===== src/rtl/pit_pkg.sv =====
package pit_pkg;
  typedef enum logic [1:0] {
    EDGE_RISE  = 2'b00,
    EDGE_FALL  = 2'b01,
    EDGE_BOTH  = 2'b10,
    EDGE_BOTH2 = 2'b11
  } edge_sel_e;
endpackage


===== src/rtl/pit_edge_detect.sv =====
module pit_edge_detect #(
  parameter int SYNC_STAGES = 2
) (
  input  logic       clk_i,
  input  logic       rst_ni,
  input  logic       pin_i,
  input  logic [1:0] edge_sel_i,
  output logic       edge_o
);
  import pit_pkg::*;

  logic [SYNC_STAGES-1:0] sync_q;
  logic                   prev_q;
  logic                   cur;
  logic                   rise, fall;

  generate
    if (SYNC_STAGES > 1) begin : g_chain
      always_ff @(posedge clk_i or negedge rst_ni) begin
        if (!rst_ni) sync_q <= '0;
        else         sync_q <= {sync_q[SYNC_STAGES-2:0], pin_i};
      end
    end else begin : g_single
      always_ff @(posedge clk_i or negedge rst_ni) begin
        if (!rst_ni) sync_q <= '0;
        else         sync_q <= pin_i;
      end
    end
  endgenerate

  assign cur = sync_q[SYNC_STAGES-1];

  always_ff @(posedge clk_i or negedge rst_ni) begin
    if (!rst_ni) prev_q <= 1'b0;
    else         prev_q <= cur;
  end

  assign rise = cur & ~prev_q;
  assign fall = ~cur & prev_q;

  always_comb begin
    unique case (edge_sel_e'(edge_sel_i))
      EDGE_RISE: edge_o = rise;
      EDGE_FALL: edge_o = fall;
      default:   edge_o = rise | fall;
    endcase
  end
endmodule


===== src/rtl/pit_counter.sv =====
module pit_counter #(
  parameter int CNT_W = 16
) (
  input  logic             clk_i,
  input  logic             rst_ni,
  input  logic             clear_i,
  input  logic             inc_i,
  output logic [CNT_W-1:0] cnt_o,
  output logic             wrap_pend_o
);
  localparam logic [CNT_W-1:0] CntMax = {CNT_W{1'b1}};

  always_ff @(posedge clk_i or negedge rst_ni) begin
    if (!rst_ni) begin
      cnt_o       <= '0;
      wrap_pend_o <= 1'b0;
    end else if (clear_i) begin
      cnt_o       <= '0;
      wrap_pend_o <= 1'b0;
    end else if (inc_i) begin
      cnt_o <= cnt_o + 1'b1;
      if (cnt_o == CntMax) wrap_pend_o <= 1'b1;
    end
  end
endmodule


===== src/rtl/pit_capture.sv =====
module pit_capture #(
  parameter int CNT_W = 16
) (
  input  logic             clk_i,
  input  logic             rst_ni,
  input  logic             cap_i,
  input  logic [CNT_W-1:0] cnt_i,
  input  logic             wrap_pend_i,
  output logic [CNT_W-1:0] cap_data_o,
  output logic             ovf_o,
  output logic             irq_o
);
  always_ff @(posedge clk_i or negedge rst_ni) begin
    if (!rst_ni) begin
      cap_data_o <= '0;
      ovf_o      <= 1'b0;
      irq_o      <= 1'b0;
    end else begin
      irq_o <= cap_i;
      if (cap_i) begin
        cap_data_o <= cnt_i;
        ovf_o      <= wrap_pend_i;
      end
    end
  end
endmodule


===== src/rtl/pulse_interval_timer.sv =====
module pulse_interval_timer #(
  parameter int CNT_W       = 16,
  parameter int SYNC_STAGES = 2
) (
  input  logic             clk_i,
  input  logic             rst_ni,
  input  logic             cnt_en_i,
  input  logic             pin_i,
  input  logic [1:0]       edge_sel_i,
  input  logic             start_i,
  input  logic             stop_i,
  input  logic             sw_trig_i,
  output logic [CNT_W-1:0] cap_data_o,
  output logic             ovf_o,
  output logic             irq_o
);
  logic             run_q;
  logic             edge_hit;
  logic             start_evt, cap_evt, inc;
  logic [CNT_W-1:0] cnt_q;
  logic             wrap_pend_q;

  // stop wins over start
  always_ff @(posedge clk_i or negedge rst_ni) begin
    if (!rst_ni)      run_q <= 1'b0;
    else if (stop_i)  run_q <= 1'b0;
    else if (start_i) run_q <= 1'b1;
  end

  assign start_evt = start_i & ~stop_i;
  assign cap_evt   = run_q & ~stop_i & ~start_i & (edge_hit | sw_trig_i);
  assign inc       = run_q & ~stop_i & cnt_en_i;

  pit_edge_detect #(.SYNC_STAGES(SYNC_STAGES)) u_edge (
    .clk_i      (clk_i),
    .rst_ni     (rst_ni),
    .pin_i      (pin_i),
    .edge_sel_i (edge_sel_i),
    .edge_o     (edge_hit)
  );

  pit_counter #(.CNT_W(CNT_W)) u_cnt (
    .clk_i       (clk_i),
    .rst_ni      (rst_ni),
    .clear_i     (start_evt | cap_evt),
    .inc_i       (inc),
    .cnt_o       (cnt_q),
    .wrap_pend_o (wrap_pend_q)
  );

  pit_capture #(.CNT_W(CNT_W)) u_cap (
    .clk_i       (clk_i),
    .rst_ni      (rst_ni),
    .cap_i       (cap_evt),
    .cnt_i       (cnt_q),
    .wrap_pend_i (wrap_pend_q),
    .cap_data_o  (cap_data_o),
    .ovf_o       (ovf_o),
    .irq_o       (irq_o)
  );
endmodule


===== config.mk =====
export PLATFORM = sky130hd
export DESIGN_NAME = pulse_interval_timer
export DESIGN_NICKNAME = d
export VERILOG_FILES = /design/src/rtl/pit_pkg.sv /design/src/rtl/pit_edge_detect.sv /design/src/rtl/pit_counter.sv /design/src/rtl/pit_capture.sv /design/src/rtl/pulse_interval_timer.sv
export SDC_FILE = /design/constraint.sdc
export NUM_CORES = 1
export LEC_CHECK = 0
export BUFFER_PORTS_ARGS = -buffer_cell sky130_fd_sc_hd__buf_2
export CORE_ASPECT_RATIO = 1.2
export CORE_UTILIZATION = 35
export DETAILED_ROUTE_END_ITERATION = 10
export GPL_ROUTABILITY_DRIVEN = 0
export MAX_ROUTING_LAYER = met4
export PLACE_DENSITY = 0.59
export RECOVER_POWER = 100
export SLEW_MARGIN = 25
export SYNTH_ARGS = -nofsm -noshare
export SYNTH_HDL_FRONTEND = slang
export SYNTH_SLANG_ARGS = --single-unit
export TNS_END_PERCENT = 10

===== constraint.sdc =====
create_clock -name clk_i -period 2.3 [get_ports clk_i]
set_input_delay 0.23 -clock clk_i [delete_from_list [all_inputs] [get_ports clk_i]]
set_output_delay 0.23 -clock clk_i [all_outputs]
set_load 0.03 [all_outputs]

Yosys cells after proc, flatten, opt, wreduce, memory -nomap -nowiden:

Cells that the tools add are included.
W data, S select, Z words.

* output and inout port bits: 18
* register bits: 39
* memories kept: 0
* input bits: 9
* bits in latches: 0
* memory bits (writable): 0
* ROM bits: 0

* shift operators: 0
* magnitude comparators: 0
* reduce and logical (&&, ||, !) cells: 5
* equality and inequality tests: 2
* mux-type cells: 8
* add/subtract/negate cells: 1
* multipliers: 0
* bitwise operators: 14
* div/mod/pow operators: 0

Operators by type and width (count)
* $mux W16: 2
* $add A16 B1 Y16 const B: 1
* $eq A16 B16 Y1 const B: 1
* $and A1 B1 Y1: 7
* $reduce_bool A2 Y1: 3
* $mux W1: 5
* $not A1 Y1: 4
* $or A1 B1 Y1: 3
* $eq A2 B1 Y1 const B: 1
* $logic_not A2 Y1: 1
* $pmux W1 S2: 1
* $reduce_and A2 Y1: 1

Longest topological paths before layout:

Gate-level depths: netlist of run 1.

* depth after elaboration: 9
* gate-level depth with buffers: 7
* mapped depth without buffers: 6

Modules after synthesis:

A second synthesis of run 1 with hierarchy kept.

* cell total of the unflattened synthesis: 136
* area total of the unflattened synthesis: 1759.2 um^2

By module, submodules not included
* pit_counter: instances 1, cells each 81, area each 845.8 um^2
* pit_capture: instances 1, cells each 37, area each 710.7 um^2
* pit_edge_detect: instances 1, cells each 9, area each 127.6 um^2
* pulse_interval_timer: instances 1, cells each 9, area each 75.1 um^2

Worst setup path before layout of run 1:

Ideal clock, no wire load.

* path type: register -> register
* start point: reg u_edge.prev_q
* end point: reg u_cap.cap_data_o[10]
* period minus slack after synthesis: 2.056 ns
* library setup time: 0.125 ns
* required time: 2.175 ns
* cell stages (with the launch flop): 8
* arrival: 1.931 ns
* path slack: 0.244 ns
* cells stage by stage: dfrtp_1 inv_1 ha_1 nand2_1 o21ai_2 a2111oi_4 buf_6 mux2_2

* word-level cells in the longest chain between the ends: 6
* elaborated cells on any way between the ends: 7
* those cells by class: mux (1); bitwise (6)

RTL lines
* start, declared: line pit_edge_detect.sv:13 `logic prev_q;`
* start signal, assigned: line pit_edge_detect.sv:35 `else prev_q <= cur;`
* $not A1 Y1: line pit_edge_detect.sv:38 `assign rise = cur & ~prev_q;`
* $and A1 B1 Y1: line pit_edge_detect.sv:38
* $or A1 B1 Y1: line pit_edge_detect.sv:45 `default: edge_o = rise | fall;`
* $pmux W1 S2 *: line pit_edge_detect.sv:42 `unique case (edge_sel_e'(edge_sel_i))`
* $or A1 B1 Y1 *: line pulse_interval_timer.sv:31 `assign cap_evt = run_q & ~stop_i & ~start_i & (edge_hit | sw_trig_i);`
* $and A1 B1 Y1 *: line pulse_interval_timer.sv:31
* named net cap_evt: line pulse_interval_timer.sv:19 `logic start_evt, cap_evt, inc;`
* end signal, assigned: line pit_capture.sv:21 `cap_data_o <= cnt_i;`
* end, declared: line pit_capture.sv:9 `output logic [CNT_W-1:0] cap_data_o,`

Mark *: on every way through the listed nets, which the timed path passes. The rest lies on a longest branch.
A chain may end at the register's enable or synchronous reset.

Worst setup path after layout of run 1:

* start point: reg u_edge.sync_q[1]
* end point: reg u_cap.ovf_o

* word-level cells in the longest chain between the ends: 6
* elaborated cells on any way between the ends: 7
* those cells by class: mux (1); bitwise (6)

RTL lines
* start, declared: line pit_edge_detect.sv:12 `logic [SYNC_STAGES-1:0] sync_q;`
* start signal, assigned: line pit_edge_detect.sv:21 `else sync_q <= {sync_q[SYNC_STAGES-2:0], pin_i};`
* $not A1 Y1: line pit_edge_detect.sv:39 `assign fall = ~cur & prev_q;`
* $and A1 B1 Y1: line pit_edge_detect.sv:39
* $or A1 B1 Y1: line pit_edge_detect.sv:45
* $pmux W1 S2 *: line pit_edge_detect.sv:42
* $or A1 B1 Y1 *: line pulse_interval_timer.sv:31
* $and A1 B1 Y1 *: line pulse_interval_timer.sv:31
* end signal, assigned: line pit_capture.sv:22 `ovf_o <= wrap_pend_i;`
* end, declared: line pit_capture.sv:10 `output logic ovf_o,`

Every way passes the cells marked *; elsewhere a longest branch is shown, timed or not.

==> impl_metrics.yaml, run 1 <==
floorplanning:
  die_y_um: 80.2
  core_area_mm2: 0.00490
  dieArea_mm2: 0.00538
  initial_utilization: 0.364
  die_w_um: 67.2
  std_cell_rows: 28
  ioPinCount: 27
sta:
  max_freq_mhz: 504
  finalHoldViolCount: 0
  setup_viol: 0
  tightest_slew_ns: 0.872
  drv_slew: 0
  max_slew_margin: 0.419
  rsz0062_at_grt: "no"
  fin_crit_sh: 0.862
  fin_setup_tns_ns: 0
  finalCriticalPeriod_ns: 1.98
  clock_skew_ns: 0.00470
yosys:
  synth_area_leaders: "dfrtp_1 (55%), mux2_2 (11%), xnor2_1 (4.4%), nor2_1 (3.4%), ha_1 (2.1%)"
  synth-seq-cells: 39
  avgSynthCellArea_um2: 11.9
  yosysSeqAreaShare: 0.547
  synth_fa_ha_area_frac: 0.0211
  synth_mux_area_frac: 0.119
  synth_area_mm2: 0.00178
  syn-num-nets: 162
  syn-instance-count: 150
  ys_types: 34
  synth-xor-area-share: 0.0491
  synth_async_sr_flop_share: 1.00
  synthSimpleGateAreaFrac: 0.165
  yosysWarnings: 0
  synth_top_family_by_area: "simple AND/OR/NAND/NOR gates"
  synthFlopType: "dfrtp_1"
  yosys.area.top_type: "dfrtp_1"
  synth_edf_count: 0
  synth_top_area_frac: 0.547
  synth_compound_area_frac: 0.0709
global_route:
  grt_pass1_vias: 1335
  overflow: 0
  antenna_found_initial: 0
  grt_start_max_net_pins: 40
  grt_pass1_wl_mm: 6.18
  grt_usage: 0.159
power:
  p_per_area_mw_per_mm2: 643
  leakagePower_uw: 0.000930
  vdd_ir_drop_max_v: 0.000334
cells_and_area:
  diodes: 0
  num-fill-cells: 493
  nNetsFinal: 197
  drive_gt1_frac: 0.232
  final_area_mm2: 0.00208
  syn_to_final_growth_pct: 16.7
placed_design:
  port_buffers: 26
  placedInstanceArea_mm2: 0.00200
  dp_hpwl_mm: 2.56
drt:
  drc: 0
  antenna_left: 0
  vias_per_cell: 5.16
  dr_total_vias: 1265
  first_pass_iters: 4
  wl_per_cell_um: 14.3
  drtIter0Drc: 56
  postRouteWirelength_mm: 3.50
critical_path:
  worstSetupEndpointType: "flop"
  cp_data_arrival_time_ns: 2.15
  worstPathRequired_ns: 2.47
  startpoint_type: "flop"
  path_class: "reg2reg"
  crit_path_max_fanout: 8
clocking:
  htreeDepth: 2
  clockRootBuffer: "clkbuf_8"
  clkLatencyLatePin_ns: 0.28
  cts_sinks: 39
  cts_setup_buffers: 0
  cts_hold_buf: 0
  cts_tree: "done"
  cts_resized: 0
  path_clk_slew_ns: 0.07
  clk_path_buf_depth: 2
  numCtsBuffers: 5
min_path:
  hold_class: "in2reg"
status:
  status: "finished, final reports clean"
run:
  drv_cap: 0
placed cells by master (no fill, tap or decap), drive strengths merged, types with 5 or more instances in the layout:
cell | netlist | final
dfrtp | 39 | 39
clkbuf | 1 | 25
mux2 | 18 | 18
nor2 | 16 | 16
buf | 1 | 11
inv | 9 | 9
xnor2 | 9 | 9
nand2 | 7 | 7
nor4 | 6 | 6
or3 | 5 | 5
state kept, by name, indices dropped and copies added, names as in the netlist:
| register | cells |
|---|---|
| u_cnt.wrap_pend_o | 1 |
| run_q | 1 |
| u_cap.cap_data_o | 16 |
| u_cap.ovf_o | 1 |
| u_edge.sync_q | 2 |
| u_edge.prev_q | 1 |
| u_cap.irq_o | 1 |
| u_cnt.cnt_o | 16 |
stage by stage:
stage,total power [uW],cells,utilization,worst slack (ns),hold slack (ns)
after floorplan,777,150,-,0.244,-0.0656
after global placement,820,238,0.408,0.346,0.335
after detailed placement,823,238,0.408,0.348,0.340
after CTS,1360,245,0.429,0.341,0.0453
after global routing,1390,245,0.424,0.219,0.0405
final,1340,245,0.424,0.317,0.0513
path summary, 6_finish.rpt:
check                                 start              endpoint  slack, ns  cells past startpoint
setup / recovery           u_edge.sync_q[1]           u_cap.ovf_o       0.32                      6
hold / removal                        pin_i      u_edge.sync_q[0]       0.05                      1
setup reg to reg           u_edge.sync_q[1]           u_cap.ovf_o       0.32                      6
hold reg to reg            u_edge.sync_q[0]      u_edge.sync_q[1]       0.35                      0
max in group asynchronous            rst_ni  u_cap.cap_data_o[14]       1.69                      1
min in group asynchronous            rst_ni        u_cnt.cnt_o[0]       0.06                      1
kinds of logic (layout without fill, tap and decap cells):
group | count (synthesis) | count (layout)
AO/OA/AOI/OAI | 15 | 15
XOR/XNOR | 10 | 10
adder cells (fa/ha/maj) | 3 | 3
buffers and inverters | 11 | 46
flip-flops | 39 | 39
multiplexers | 19 | 19
AND/OR/NAND/NOR | 53 | 53
where the power goes:
group / internal [uW] / switching [uW]
combinational: 31.4 / 64.0
clock: 318 / 214
sequential: 700 / 11.4
total: 1050 / 290
per-layer routing:
layer  vias to the layer above  track usage  part of all wire
met5                         -            -                 0
met4                         0       0.0638             0.017
met3                         6       0.0384             0.033
met2                        25        0.260              0.52
met1                       633        0.186              0.43
li1                        601            -                 -
cells in the mapped netlist (all sizes together) (2+ instances only):
cell   instances
inv            9
a21oi          4
ha             3
xnor2          9
nor4           6
nand4          4
or4            2
or3            5
o21ai          3
dfrtp         39
and3           3
nor3           3
nor2          16
nand3          4
nand2          7
mux2          18
area by class of cell:
type	count	area, um^2	share of cell area
multi-input combinational	100	758	0.364
timing repair buffer	30	135	0.0649
sequential	39	976	0.469
tap	60	75.1	0.0361
clock buffer	6	72.6	0.0349
clock inverter	1	30.0	0.0144
inverter	9	33.8	0.0162
critical path: stages, from the launching register on:
cell       delay [ns]
dfrtp_1          0.40
ha_1             0.27
nand2_1          0.10
o21ai_2          0.09
a2111oi_4        0.36
clkbuf_2         0.29
mux2_2           0.37
(Power assumes the default switching activity.)
==> inputs of run 2 (changes only) <==
--- a/config.mk
+++ b/config.mk
@@ -6,13 +6,14 @@
 export NUM_CORES = 1
 export LEC_CHECK = 0
 export BUFFER_PORTS_ARGS = -buffer_cell sky130_fd_sc_hd__buf_2
-export CORE_ASPECT_RATIO = 1.2
+export CORE_ASPECT_RATIO = 2
 export CORE_UTILIZATION = 35
 export DETAILED_ROUTE_END_ITERATION = 10
 export GPL_ROUTABILITY_DRIVEN = 0
 export MAX_ROUTING_LAYER = met4
 export PLACE_DENSITY = 0.59
 export RECOVER_POWER = 100
+export SETUP_SLACK_MARGIN = 0.05
 export SLEW_MARGIN = 25
 export SYNTH_ARGS = -nofsm -noshare
 export SYNTH_HDL_FRONTEND = slang
==> run 2 against run 1 <==
Compared with the run above: the flow now finishes with violations (max-capacitance violations, max-slew violations); register-to-register slack worse by 0.11 ns; clock-buffer cell count is 1 higher; critical endpoint is now u_cap.cap_data_o[14]; highest routed layer unchanged; cell count is 1.2% lower; largest cell class unchanged.
==> impl_metrics.yaml, run 2 (synthesis results as in run 1) <==
status:
  status: "finished with violations"
  violations: "max-capacitance violations, max-slew violations"
cells_and_area:
  multi_input_area_um2: 758
  num-fill-cells: 501
  diodes: 0
  final_cell_mix: "dfrtp_1 (39), clkbuf_1 (22), mux2_2 (17)"
  seq_area_um2: 976
  fin_util: 0.421
  mostFrequentLayoutCell: "dfrtp_1"
  nNetsFinal: 196
  syn_to_final_growth_pct: 14.7
  drive_gt1_frac: 0.216
  reg_top3: "u_cap.cap_data_o x16, u_cnt.cnt_o x16, u_edge.sync_q x2"
critical_path:
  reg2reg_depth: 7
  cp_data_arrival_time_ns: 2.26
  worstPathRequired_ns: 2.47
  crit_chain: "inv_1 -> ha_1 -> nand2_1 -> o21ai_2 -> a2111oi_4 -> buf_4 -> mux2_2"
  timing.rr.start: "u_edge.prev_q"
  critPathMaxStageDelay_ns: 0.44
  r2r_end: "u_cap.cap_data_o[14]"
  crit_path_top_delay_cell: "a2111oi_4"
  worstSetupEndpointType: "flop"
  reg2reg_slack_ns: 0.21
  startpoint_type: "flop"
  crit_path_max_fanout: 15
  path_class: "reg2reg"
global_route:
  grt_pass1_wl_mm: 6.38
  grt_usage: 0.166
  antenna_found_initial: 0
  grt_pass1_vias: 1373
  overflow: 0
  grt_start_max_net_pins: 40
floorplanning:
  ioPinCount: 27
  die_y_um: 103
  initial_utilization: 0.367
  dieArea_mm2: 0.00540
  core_area_mm2: 0.00486
  std_cell_rows: 36
  die_w_um: 52.5
min_path:
  whs_path_depth: 1
  min_to: "u_edge.sync_q[0]"
  hold_path_startpoint: "pin_i"
  hold_class: "in2reg"
power:
  p_per_area_mw_per_mm2: 604
  leakagePower_uw: 0.000909
  fin_total_pwr_uw: 1240
  vdd_ir_drop_max_v: 0.000332
clocking:
  cts_tree: "done"
  clockRootBuffer: "clkbuf_8"
  numCtsBuffers: 5
  htreeDepth: 2
  cts_hold_buf: 0
  path_clk_slew_ns: 0.07
  cts_setup_buffers: 0
  cts_sinks: 39
  clkLatencyLatePin_ns: 0.29
  clk_path_buf_depth: 2
  cts_resized: 0
placed_design:
  dp_hpwl_mm: 2.60
  port_buffers: 26
sta:
  clock_skew_ns: 0.00683
  fin_crit_sh: 0.911
  drv_slew: 40
  setup_viol: 0
  tightest_slew_ns: 2.02
  max_freq_mhz: 477
  max_slew_margin: -0.349
  fin_setup_tns_ns: 0
  finalHoldViolCount: 0
  finalCriticalPeriod_ns: 2.09
  rsz0062_at_grt: "no"
drt:
  dr_total_vias: 1262
  postRouteWirelength_mm: 3.55
  vias_per_cell: 5.21
  first_pass_iters: 4
  antenna_left: 0
  drtIter0Drc: 37
  drc: 0
  wl_per_cell_um: 14.7
run:
  drv_cap: 1
-- run 2: cell count changes in the layout (fill, tap and decap cells not counted), sizes merged --
cell    before  now
buf         11    9
bufinv       1    0
clkbuf      25   27
clkinv       0    1
-- run 2: final cells by class --
| type | instances | share of cell area |
|---|---|---|
| well taps | 57 | 0.0349 |
| clock buffers | 7 | 0.0373 |
| flip-flops and latches | 39 | 0.477 |
| repair buffers | 29 | 0.0612 |
| inverters | 9 | 0.0165 |
| multi-input cells | 100 | 0.371 |
| clock inverters | 1 | 0.00245 |
-- run 2: metal layers --
layer | GRT usage | wire [um]
met4 | 0.117 | 112
met5 | - | 0
met2 | 0.273 | 2050
met1 | 0.168 | 1280
met3 | 0.0354 | 102
-- run 2: worst max path at each step --
stage | start | endpoint | slack (ns) | depth (start not counted)
detailed placement | u_edge.prev_q | u_cap.cap_data_o[7] | 0.17 | 7
finish | u_edge.prev_q | u_cap.cap_data_o[14] | 0.21 | 7
global route | u_edge.prev_q | u_cap.cap_data_o[10] | 0.06 | 7
CTS | u_edge.prev_q | u_cap.cap_data_o[4] | 0.17 | 7
global placement | u_edge.prev_q | u_cap.cap_data_o[4] | 0.25 | 7
floorplan | u_edge.prev_q | u_cap.cap_data_o[10] | 0.24 | 7
-- run 2: worst max-delay path: cells and delay by family (launching register included) --
family | cells | cell delay (ns)
AND/OR/NAND/NOR | 1 | 0.10
buffers and inverters | 2 | 0.36
AO/OA/AOI/OAI | 2 | 0.52
multiplexers | 1 | 0.36
adder cells (fa/ha/maj) | 1 | 0.28
flip-flops | 1 | 0.35
-- run 2: power breakdown --
part           internal (uW)  switching (uW)  leakage, uW
registers                700            12.1     0.000535
clock network            213             220    0.0000422
logic                   29.5            62.8     0.000332
total                    942             294     0.000909
-- run 2: through the flow --
stage	area (um^2)	setup WS, ns	instances	hold slack [ns]
finish	2050	0.206	242	0.0486
global route	2050	0.0631	242	0.0348
CTS	2070	0.171	242	0.0340
detailed placement	1990	0.173	234	0.338
global placement	1990	0.246	234	0.334
floorplan	1780	0.244	150	-0.0656
